<file path="src/rtl/sck_pkg.sv">
package sck_pkg;

    localparam int NUM_REG = 4;
    localparam int REG_LEN  [NUM_REG] = '{25, 31, 33, 39};
    localparam int TAP_HI   [NUM_REG] = '{20, 24, 28, 36};
    localparam int TAP_MID  [NUM_REG] = '{12, 16, 24, 28};
    localparam int TAP_LO   [NUM_REG] = '{8, 12, 4, 4};
    localparam int COMB_BITS = 4;

    // Bit position of register idx inside the packed register vector
    function automatic int reg_offset(input int idx);
        int sum;
        sum = 0;
        for (int k = 0; k < idx; k++) begin
            sum += REG_LEN[k];
        end
        return sum;
    endfunction

    localparam int LFSR_BITS = reg_offset(NUM_REG);
    localparam int SEED_BITS = LFSR_BITS + COMB_BITS;

    typedef enum logic [2:0] {
        ST_IDLE,
        ST_MIX,
        ST_RESEED,
        ST_SETTLE,
        ST_RUN
    } seq_state_t;

    // Linear map applied to the older combiner word
    function automatic logic [1:0] older_map(input logic [1:0] v);
        return {v[0], v[1] ^ v[0]};
    endfunction

endpackage

</file>
<file path="src/rtl/sck_lfsr.sv">
module sck_lfsr #(
    parameter int LEN = 25,
    parameter int TA  = 20,
    parameter int TB  = 12,
    parameter int TC  = 8
) (
    input  logic           clk,
    input  logic           rst_n,
    input  logic           load_en,
    input  logic [LEN-1:0] load_val,
    input  logic           step_en,
    output logic           out_bit
);

    logic [LEN-1:0] q;
    logic           fb;

    assign out_bit = q[LEN-1];

    always_comb begin
        fb = q[LEN-1] ^ q[TA-1] ^ q[TB-1] ^ q[TC-1];
    end

    always_ff @(posedge clk or negedge rst_n) begin
        if (!rst_n) begin
            q <= '0;
        end else if (load_en) begin
            q <= load_val;
        end else if (step_en) begin
            q <= {q[LEN-2:0], fb};
        end
    end

    p_load_r2: assert property (@(posedge clk) disable iff (!rst_n)
        load_en |=> q == $past(load_val));

    p_shift_r3: assert property (@(posedge clk) disable iff (!rst_n)
        (step_en && !load_en) |=> q[LEN-1:1] == $past(q[LEN-2:0]));

    p_nonzero_r3: assert property (@(posedge clk) disable iff (!rst_n)
        (step_en && !load_en && q != '0) |=> q != '0);

    p_hold_r8: assert property (@(posedge clk) disable iff (!rst_n)
        (!step_en && !load_en) |=> $stable(q));

endmodule

</file>
<file path="src/rtl/sck_combiner.sv">
module sck_combiner
    import sck_pkg::*;
#(
    parameter int NREG = NUM_REG
) (
    input  logic                 clk,
    input  logic                 rst_n,
    input  logic                 load_en,
    input  logic [COMB_BITS-1:0] load_state,
    input  logic                 step_en,
    input  logic [NREG-1:0]      reg_bits,
    output logic                 ks_bit
);

    localparam int CW = $clog2(NREG + 1) + 1;

    logic [1:0]    c_now;
    logic [1:0]    c_old;
    logic [CW-1:0] ones;
    logic [CW-1:0] total;
    logic [1:0]    s_next;
    logic [1:0]    c_next;

    always_comb begin
        ones = '0;
        for (int k = 0; k < NREG; k++) begin
            ones = ones + CW'(reg_bits[k]);
        end
        total  = ones + CW'(c_now);
        s_next = total[2:1];
        c_next = s_next ^ c_now ^ older_map(c_old);
    end

    assign ks_bit = (^reg_bits) ^ c_now[0];

    always_ff @(posedge clk or negedge rst_n) begin
        if (!rst_n) begin
            c_now <= 2'b00;
            c_old <= 2'b00;
        end else if (load_en) begin
            c_now <= load_state[1:0];
            c_old <= load_state[3:2];
        end else if (step_en) begin
            c_old <= c_now;
            c_now <= c_next;
        end
    end

    p_age_r4: assert property (@(posedge clk) disable iff (!rst_n)
        (step_en && !load_en) |=> c_old == $past(c_now));

    p_keep_r6: assert property (@(posedge clk) disable iff (!rst_n)
        (!step_en && !load_en) |=> $stable(c_now) && $stable(c_old));

    p_zero_r11: assert property (@(posedge clk) disable iff (!rst_n)
        (step_en && !load_en && reg_bits == '0 && c_now == 2'b00 && c_old == 2'b00)
        |=> c_now == 2'b00);

endmodule

</file>
<file path="src/rtl/sck_sequencer.sv">
module sck_sequencer
    import sck_pkg::*;
#(
    parameter int MIX_STEPS    = 200,
    parameter int SETTLE_STEPS = 39
) (
    input  logic clk,
    input  logic rst_n,
    input  logic seed_valid,
    input  logic run_en,
    output logic seed_ready,
    output logic busy,
    output logic ld_seed,
    output logic ld_reseed,
    output logic step_en,
    output logic capture_en,
    output logic ks_valid
);

    localparam int MAX_STEPS = (MIX_STEPS > SETTLE_STEPS) ? MIX_STEPS : SETTLE_STEPS;
    localparam int CNT_W     = $clog2(MAX_STEPS + 1);

    seq_state_t       state;
    seq_state_t       state_nx;
    logic [CNT_W-1:0] cnt;
    logic             accept;
    logic             last_mix;
    logic             last_settle;

    assign accept      = seed_valid && seed_ready;
    assign last_mix    = (cnt == CNT_W'(MIX_STEPS - 1));
    assign last_settle = (cnt == CNT_W'(SETTLE_STEPS - 1));

    always_comb begin
        state_nx = state;
        unique case (state)
            ST_IDLE:   if (seed_valid) state_nx = ST_MIX;
            ST_MIX:    if (last_mix) state_nx = ST_RESEED;
            ST_RESEED: state_nx = ST_SETTLE;
            ST_SETTLE: if (last_settle) state_nx = ST_RUN;
            ST_RUN:    if (seed_valid) state_nx = ST_MIX;
            default:   state_nx = ST_IDLE;
        endcase
    end

    always_ff @(posedge clk or negedge rst_n) begin
        if (!rst_n) begin
            state <= ST_IDLE;
        end else begin
            state <= state_nx;
        end
    end

    always_ff @(posedge clk or negedge rst_n) begin
        if (!rst_n) begin
            cnt <= '0;
        end else if (accept) begin
            cnt <= '0;
        end else if (state == ST_MIX) begin
            cnt <= last_mix ? '0 : cnt + 1'b1;
        end else if (state == ST_SETTLE) begin
            cnt <= cnt + 1'b1;
        end else begin
            cnt <= '0;
        end
    end

    always_comb begin
        seed_ready = 1'b0;
        busy       = 1'b0;
        ld_seed    = 1'b0;
        ld_reseed  = 1'b0;
        step_en    = 1'b0;
        capture_en = 1'b0;
        ks_valid   = 1'b0;
        unique case (state)
            ST_IDLE: begin
                seed_ready = 1'b1;
                ld_seed    = seed_valid;
            end
            ST_MIX: begin
                busy       = 1'b1;
                step_en    = 1'b1;
                capture_en = 1'b1;
            end
            ST_RESEED: begin
                busy      = 1'b1;
                ld_reseed = 1'b1;
            end
            ST_SETTLE: begin
                busy    = 1'b1;
                step_en = 1'b1;
            end
            ST_RUN: begin
                seed_ready = 1'b1;
                ld_seed    = seed_valid;
                step_en    = run_en && !seed_valid;
                ks_valid   = run_en && !seed_valid;
            end
            default: begin
                busy = 1'b0;
            end
        endcase
    end

    p_accept_r2: assert property (@(posedge clk) disable iff (!rst_n)
        accept |=> (state == ST_MIX) && busy);

    p_mix_end_r6: assert property (@(posedge clk) disable iff (!rst_n)
        (state == ST_MIX && last_mix) |=> state == ST_RESEED);

    p_settle_bound_r7: assert property (@(posedge clk) disable iff (!rst_n)
        (state == ST_SETTLE) |-> cnt < CNT_W'(SETTLE_STEPS));

    p_valid_idle_r8: assert property (@(posedge clk) disable iff (!rst_n)
        ks_valid |-> !busy && run_en);

    p_no_ready_r9: assert property (@(posedge clk) disable iff (!rst_n)
        busy |-> !seed_ready);

    p_restart_r10: assert property (@(posedge clk) disable iff (!rst_n)
        (state == ST_RUN && seed_valid) |-> !ks_valid);

endmodule

</file>
<file path="src/rtl/sck_keystream_gen.sv">
module sck_keystream_gen
    import sck_pkg::*;
#(
    parameter int MIX_STEPS    = 200,
    parameter int SETTLE_STEPS = 39
) (
    input  logic                 clk,
    input  logic                 rst_n,
    input  logic                 seed_valid,
    output logic                 seed_ready,
    input  logic [SEED_BITS-1:0] seed,
    input  logic                 run_en,
    output logic                 busy,
    output logic                 ks_bit,
    output logic                 ks_valid
);

    logic                 ld_seed;
    logic                 ld_reseed;
    logic                 step_en;
    logic                 capture_en;
    logic                 comb_z;
    logic [NUM_REG-1:0]   reg_bits;
    logic [LFSR_BITS-1:0] capture_q;
    logic [LFSR_BITS-1:0] reg_src;
    logic                 reg_load;

    sck_sequencer #(
        .MIX_STEPS   (MIX_STEPS),
        .SETTLE_STEPS(SETTLE_STEPS)
    ) u_seq (
        .clk       (clk),
        .rst_n     (rst_n),
        .seed_valid(seed_valid),
        .run_en    (run_en),
        .seed_ready(seed_ready),
        .busy      (busy),
        .ld_seed   (ld_seed),
        .ld_reseed (ld_reseed),
        .step_en   (step_en),
        .capture_en(capture_en),
        .ks_valid  (ks_valid)
    );

    assign reg_load = ld_seed | ld_reseed;
    assign reg_src  = ld_reseed ? capture_q : seed[LFSR_BITS-1:0];

    for (genvar gi = 0; gi < NUM_REG; gi++) begin : g_reg
        localparam int OFF = reg_offset(gi);
        localparam int LEN = REG_LEN[gi];
        sck_lfsr #(
            .LEN(LEN),
            .TA (TAP_HI[gi]),
            .TB (TAP_MID[gi]),
            .TC (TAP_LO[gi])
        ) u_lfsr (
            .clk     (clk),
            .rst_n   (rst_n),
            .load_en (reg_load),
            .load_val(reg_src[OFF +: LEN]),
            .step_en (step_en),
            .out_bit (reg_bits[gi])
        );
    end

    sck_combiner #(
        .NREG(NUM_REG)
    ) u_comb (
        .clk       (clk),
        .rst_n     (rst_n),
        .load_en   (ld_seed),
        .load_state(seed[SEED_BITS-1:LFSR_BITS]),
        .step_en   (step_en),
        .reg_bits  (reg_bits),
        .ks_bit    (comb_z)
    );

    // Newest mixing bit enters at the top; after the pass bit k holds output 72+k
    always_ff @(posedge clk or negedge rst_n) begin
        if (!rst_n) begin
            capture_q <= '0;
        end else if (capture_en) begin
            capture_q <= {comb_z, capture_q[LFSR_BITS-1:1]};
        end
    end

    assign ks_bit = comb_z;

    p_capture_r6: assert property (@(posedge clk) disable iff (!rst_n)
        capture_en |=> capture_q[LFSR_BITS-1] == $past(comb_z));

    p_capture_hold_r6: assert property (@(posedge clk) disable iff (!rst_n)
        !capture_en |=> $stable(capture_q));

endmodule

</file>
<file path="config.mk">
export PLATFORM = sky130hd
export DESIGN_NAME = sck_keystream_gen
export DESIGN_NICKNAME = d
export VERILOG_FILES = /design/src/rtl/sck_pkg.sv /design/src/rtl/sck_lfsr.sv /design/src/rtl/sck_combiner.sv /design/src/rtl/sck_sequencer.sv /design/src/rtl/sck_keystream_gen.sv
export SDC_FILE = /design/constraint.sdc
export NUM_CORES = 1
export LEC_CHECK = 0
export BUFFER_PORTS_ARGS = -buffer_cell sky130_fd_sc_hd__buf_2
export CORE_MARGIN = 3
export CORE_UTILIZATION = 40
export CTS_CLUSTER_DIAMETER = 60
export CTS_CLUSTER_SIZE = 12
export DETAILED_ROUTE_END_ITERATION = 10
export SYNTH_ARGS = -nofsm -noshare
export SYNTH_HDL_FRONTEND = slang
export SYNTH_HIERARCHICAL = 1
export SYNTH_SLANG_ARGS = --single-unit
</file>
<file path="constraint.sdc">
create_clock -name clk -period 3.7 [get_ports clk]
set_input_delay 0.185 -clock clk [delete_from_list [all_inputs] [get_ports clk]]
set_output_delay 0.185 -clock clk [all_outputs]
set_load 0.02 [all_outputs]
</file>
## Yosys cells after proc, flatten, opt, wreduce, memory -nomap -nowiden

Index checks and enable logic that the tools add are counted.

| word-level totals | value |
|---|---|
| register bits | 271 |
| latch bits | 0 |
| RAM bits | 0 |
| ROM bits | 0 |
| input port bits | 136 |
| output and inout port bits | 4 |
| logic and storage cells | 79 |
| memories kept | 0 |

| operators by class | value |
|---|---|
| $add $sub $neg | 5 |
| multipliers | 0 |
| divide/modulo/power cells | 0 |
| magnitude comparators | 0 |
| equal/unequal tests | 9 |
| shifts and indexed selects | 0 |
| mux-type cells | 28 |
| bitwise operators | 17 |
| reduce and logical (&&, ||, !) cells | 11 |

Operators with widths:

| kind | number |
|---|---|
| $mux 128 | 1 |
| $mux 39 | 2 |
| $mux 33 | 2 |
| $mux 31 | 2 |
| $mux 25 | 2 |
| $mux 8 | 4 |
| $xor 1x1->1 | 14 |
| $pmux 3 s4 | 1 |
| $mux 3 | 3 |
| $add 8x1->8 const B | 1 |
| $eq 8x6->1 const B | 1 |
| $eq 8x8->1 const B | 1 |
| $mux 2 | 4 |
| $add 3x1->3 | 2 |
| $eq 3x2->1 const B | 2 |
| $mux 1 | 6 |
| $ne 2x1->1 const B | 3 |
| $reduce_bool 2->1 | 2 |
| $reduce_or 2->1 | 2 |
| $reduce_xor 4->1 | 1 |
| $xor 2x2->2 | 2 |
| $add 3x2->3 | 1 |
| $eq 3x1->1 const B | 1 |
| $eq 3x3->1 const B | 1 |
| 8 further kinds | 9 |

## Depth between registers and ports, before layout

| depth | value |
|---|---|
| depth in word-level cells | 8 |
| gate-level depth with buffers | 10 |
| mapped depth without buffers | 7 |

## Modules after synthesis

The synthesis kept the hierarchy.

Modules (own cells, without submodules):

| module | times used | cells an instance | area each (µm²) | sequential area each (µm²) |
|---|---|---|---|---|
| sck_keystream_gen | 1 | 413 | 6397.4 | 3203.1 |
| sck_lfsr at g_reg[3].u_lfsr | 1 | 174 | 1868.0 | 975.9 |
| sck_lfsr at g_reg[2].u_lfsr | 1 | 147 | 1589.0 | 825.8 |
| sck_lfsr at g_reg[1].u_lfsr | 1 | 139 | 1483.9 | 775.7 |
| sck_lfsr at g_reg[0].u_lfsr | 1 | 112 | 1208.7 | 625.6 |
| sck_sequencer | 1 | 69 | 658.1 | 275.3 |
| sck_combiner | 1 | 31 | 337.8 | 100.1 |

## Worst setup path after synthesis

OpenSTA, ideal clock, no wires.

| timing path | value |
|---|---|
| path kind | register to register |
| from | register g_reg[0].u_lfsr.q[24] |
| to | register u_comb.c_now[0] |
| library setup time | 0.082 ns |
| arrival | 2.613 ns |
| required time | 3.618 ns |
| slack | 1.006 ns |
| stages on the path, launching flop included | 8 |
| buffers on the path | 0 |
| period minus slack after synthesis | 2.694 ns |
| cell sequence | dfrtp_1 > fa_1 > ha_1 > a21o_1 > fa_1 > xnor3_1 > or3_1 > a31oi_1 |

| between the ends | value |
|---|---|
| cells in the longest elaborated chain, start to end | 8 |

Ends and longest elaborated chain:

| what | RTL line | text |
|---|---|---|
| from (decl) | sck_lfsr.sv:15 | `logic [LEN-1:0] q;` |
| from (signal assigned) | sck_lfsr.sv:28 | `q <= load_val;` |
| from (signal assigned) | sck_lfsr.sv:30 | `q <= {q[LEN-2:0], fb};` |
| $add 1x1->2 | sck_combiner.sv:27 | `ones = ones + CW'(reg_bits[k]);` |
| $add 3x1->3 (2 in a row) | sck_combiner.sv:27 |  |
| $add 3x2->3 | sck_combiner.sv:29 | `total = ones + CW'(c_now);` |
| $xor 2x2->2 (2 in a row) | sck_combiner.sv:31 | `c_next = s_next ^ c_now ^ older_map(c_old);` |
| $mux 2 | sck_combiner.sv:43 | `end else if (step_en) begin` |
| $mux 2 | sck_combiner.sv:40 | `end else if (load_en) begin` |
| to (signal assigned) | sck_combiner.sv:41 | `c_now <= load_state[1:0];` |
| to (signal assigned) | sck_combiner.sv:45 | `c_now <= c_next;` |
| to (decl) | sck_combiner.sv:17 | `logic [1:0] c_now;` |

Every way passes these cells. The select of a mux whose other input is x is not followed.
A chain may end at the register's enable or synchronous reset.

## Worst setup path in the final report

Same ends and word-level chain as after synthesis.

==> Implementation_results.wiki <==
{| class="wikitable"
! Metric !! Value
|-
| Outcome || finished, final reports clean
|-
| Initial antenna violation count || 2
|-
| Net count after synthesis || 1,228
|-
| Number of max-slew violations in the final report || 0
|-
| CTS resizes || 0
|-
| Tcrit/Tclk final || 75.1%
|-
| Core region area || 32,900 um^2
|-
| Class of the tightest hold or removal check || in2reg
|-
| Unrepaired setup endpoints after global routing || no
|-
| Final worst clock skew || 0.0193 ns
|-
| Number of instances in the synthesized netlist || 1,085
|-
| Clk Tree Root Cell || sky130_fd_sc_hd__clkbuf_16
|-
| Compound-gate portion of the synthesized area || 5.89%
|-
| Total of buffers placed on input and output ports || 139
|-
| Via count || 8,627
|-
| DRT Wirelength || between 20 and 30 mm
|-
| Layout cells sized above 1 || a little over a third
|-
| Area growth from synthesis to layout || 20.9%
|-
| Largest family of logic cells by synthesized area || multiplexers
|-
| Endpoint class of the critical path || flop
|-
| Initial Utilization || 41.1%
|-
| Xor and xnor fraction of the mapped netlist area || approximately 1.3%
|-
| Routed length per placed instance || 15.0 um
|-
| Period minus WS final || approximately 2.8 ns
|-
| Number of warnings issued by yosys || 6
|-
| Number of global-route vias before repair || 9,122
|-
| Layout fillers || 2,916
|-
| Routability congestion estimate || between 0.7 and 0.8
|-
| Total Negative Setup Slacks || 0 ns
|-
| Buffer levels on the longest clock path || 3
|-
| Overall routing resource usage || 14.8%
|-
| CTS tree || built
|-
| CTS H-tree lvls || 1
|-
| Depth of the most critical reg-to-reg path || 7
|-
| DIE AREA || approximately 36,000 um^2
|-
| Via-per-instance ratio || 4.89
|-
| Number of flops mapped to enable cells by yosys || 0
|-
| Slew of the pin with the lowest slew margin || around 0.85 ns
|-
| Primary flip-flop cell chosen by synthesis mapping || sky130_fd_sc_hd__dfrtp_1
|-
| DRC violations left || 0
|-
| Final worst setup slack || slightly above 0.9 ns
|-
| Netlist area before placement || 13,500 um^2
|-
| Max IR drop VDD || 366 uV
|-
| CP endpoint || u_comb/c_now[0]
|-
| Total number of placement rows || 66
|-
| Count of endpoints failing setup in the final report || 0
|-
| Floorplan die width || between 150 and 200 um
|-
| Max-slew headroom || 43.1%
|-
| Nets || ~1,500
|-
| Die height || roughly 190 um
|-
| IO Pins || 140
|-
| Required time reported for the critical path endpoint || 4.17 ns
|-
| Max Cap Violations || 0
|-
| Count of antenna-violating nets left after detailed routing || 0
|-
| Sequential-to-total area share from yosys stat || approximately half
|-
| Fraction of the mapped netlist area in adder cells || 0.758%
|-
| Maximum number of pins on one net before global-route repair || 144
|-
| Total number of clock tree sinks || 271
|-
| Top cells by area in the synthesized netlist || sky130_fd_sc_hd__dfrtp_1, sky130_fd_sc_hd__mux2_2, sky130_fd_sc_hd__mux2i_1, sky130_fd_sc_hd__o21ai_1, sky130_fd_sc_hd__nand2_1
|-
| Share of async-settable or async-resettable flops after synthesis || 100%
|-
| Post-synth top area share || 50.1%
|-
| Total setup buffers inserted after CTS || 0
|-
| Post-Layout Inst Area || roughly 16,000 um^2
|-
| CTS Hold Buffers Added || ~110
|-
| Startpoint-to-endpoint class of the critical path || reg2reg
|-
| Leakage || 7.90 nW
|-
| Clock slew at reported path FFs || 0.06 ns
|-
| Initial DRT Pass Iterations || 4
|-
| Yosys reg bits || 271
|-
| Worst r2r dst || u_comb/c_now[0]
|-
| Count of unique library cells instantiated by Yosys || 46
|-
| Clock Latency Late Sink || 0.55 ns
|-
| Instance area after placement || 14,300 um^2
|-
| Hold Violations, Final || 0
|-
| Largest area contributor in the netlist || sky130_fd_sc_hd__dfrtp_1
|-
| Global-route congestion overflow total || 0
|-
| Multiplexer share of the synthesized area || 30.6%
|-
| DRC marker count from the first detailed-route iteration || 311
|-
| Inserted Clock Buffers || 29
|-
| Power density cells || 585 nW/um^2
|-
| Register-to-register path setup slack || 0.92 ns
|-
| Post-synthesis simple-gate area fraction || between 5 and 6%
|-
| Total chip power || 0.00958 W
|-
| Worst Path Max Fanout || 4
|-
| First-pass GRT wire length || ~45 mm
|-
| Syn avg cell area || 12.5 um^2
|-
| Start point of the critical path || g_reg[0].u_lfsr/q[24]
|-
| Launching element type of the critical path || flop
|-
| Post-detail-place hpwl || approximately 16 mm
|-
| Worst Setup Slack post-DPL || 0.907 ns
|-
| Achievable frequency || approximately 360 MHz
|-
| Hold slack || 0.0166 ns
|-
| Critical path data arrival time || roughly 3.3 ns
|-
| Critical register-to-register path startpoint || g_reg[0].u_lfsr/q[24]
|}
[per-layer routing]
layer	part of all wire, %	wire length [um]	track usage, %
met3	3.6	940	2.52
met1	48	12600	20.3
met5	0	0	0
met2	47	12300	24.9
met4	2.1	550	3.18
[worst max-delay path, stage by stage (launching register included)]
cell                      delay, ns
sky130_fd_sc_hd__dfrtp_1       0.43
sky130_fd_sc_hd__fa_1          0.55
sky130_fd_sc_hd__ha_1          0.22
sky130_fd_sc_hd__a21o_1        0.17
sky130_fd_sc_hd__fa_1          0.48
sky130_fd_sc_hd__xnor3_1       0.38
sky130_fd_sc_hd__or3_1         0.31
sky130_fd_sc_hd__a31oi_1       0.16
[stage by stage]
stage          std cells  util [%]
4_1_cts             1762      49.7
3_5_place_dp        1606      43.5
5_1_grt             1764      49.7
3_3_place_gp        1606      43.5
6_report            1764      49.7
2_1_floorplan       1085         -
[cells in the mapped netlist, types with 3 or more instances]
| master | count |
|---|---|
| sky130_fd_sc_hd__dfrtp_1 | 271 |
| sky130_fd_sc_hd__mux2_2 | 256 |
| sky130_fd_sc_hd__nand2_1 | 129 |
| sky130_fd_sc_hd__mux2i_1 | 126 |
| sky130_fd_sc_hd__o21ai_1 | 118 |
| sky130_fd_sc_hd__buf_6 | 31 |
| sky130_fd_sc_hd__o21ai_0 | 16 |
| sky130_fd_sc_hd__buf_2 | 12 |
| sky130_fd_sc_hd__clkbuf_1 | 11 |
| sky130_fd_sc_hd__xor2_1 | 11 |
| sky130_fd_sc_hd__nor2_1 | 9 |
| sky130_fd_sc_hd__a21oi_1 | 8 |
| sky130_fd_sc_hd__nand2b_1 | 8 |
| sky130_fd_sc_hd__buf_4 | 7 |
| sky130_fd_sc_hd__nand3_1 | 7 |
| sky130_fd_sc_hd__xnor2_1 | 7 |
| sky130_fd_sc_hd__buf_12 | 6 |
| sky130_fd_sc_hd__buf_8 | 6 |
| sky130_fd_sc_hd__ha_1 | 5 |
| sky130_fd_sc_hd__inv_1 | 4 |
| sky130_fd_sc_hd__or3_1 | 4 |
| sky130_fd_sc_hd__nand4_1 | 3 |
| sky130_fd_sc_hd__nor3b_2 | 3 |
[cells in the final DEF, fill, tap and decap left out, types with 8 or more instances in the layout]
cell / n
sky130_fd_sc_hd__mux2_2: 256
sky130_fd_sc_hd__clkbuf_16: 29
sky130_fd_sc_hd__o21ai_1: 118
sky130_fd_sc_hd__buf_12: 11
sky130_fd_sc_hd__xor2_1: 11
sky130_fd_sc_hd__dlygate4sd3_1: 113
sky130_fd_sc_hd__nand2_1: 129
sky130_fd_sc_hd__dfrtp_1: 271
sky130_fd_sc_hd__buf_2: 138
sky130_fd_sc_hd__mux2i_1: 126
sky130_fd_sc_hd__a21oi_1: 8
sky130_fd_sc_hd__o21ai_0: 16
[area by class of cell]
class / count / area [um^2] / area share (%)
Timing Repair Buffer: 265 / 2070 / 12.7
Inverter: 5 / 32.5 / 0.199
Clock buffer: 36 / 812 / 4.96
Multi-Input combinational cell: 736 / 6040 / 36.9
Antenna cell: 2 / 5.00 / 0.0306
Clock inverter: 7 / 75.1 / 0.459
Sequential cell: 271 / 6780 / 41.4
Tap cell: 442 / 553 / 3.38
[worst min-delay path by stage]
stage                             to  depth (start not counted)       from  slack, ns
2_1_floorplan           capture_q[0]                          0      rst_n      -0.11
3_3_place_gp           capture_q[39]                          1      rst_n       0.09
3_5_place_dp           capture_q[39]                          1      rst_n       0.09
4_1_cts        g_reg[3].u_lfsr/q[27]                          4  seed[116]     0.0009
5_1_grt        g_reg[3].u_lfsr/q[35]                          4  seed[124]       0.01
6_report       g_reg[3].u_lfsr/q[23]                          4  seed[112]       0.02
[flip-flops by register name, summed over array words and instances (netlist names)]
name	count
capture_q	128
u_comb/c_now	2
u_seq/cnt	8
u_seq/state	3
u_comb/c_old	2
g.u_lfsr/q	128
[kinds of logic (layout without fill, tap and decap cells)]
group | after synthesis | in the layout
buffers and inverters | 78 | 313
adder cells (fa/ha/maj) | 7 | 7
AND/OR/NAND/NOR | 177 | 177
flip-flops | 271 | 271
XOR/XNOR | 19 | 19
multiplexers | 382 | 382
AO/OA/AOI/OAI | 151 | 151
other | 0 | 2
[where the power goes]
group / leakage (nW) / internal, W / switching (W)
Combinational: 4.11 / 0.00126 / 0.000871
Sequential: 3.36 / 0.00401 / 0.000693
Clock: 0.429 / 0.00160 / 0.00114
Total: 7.90 / 0.00687 / 0.00271
No activity file was read; power rests on OpenSTA's default activity.
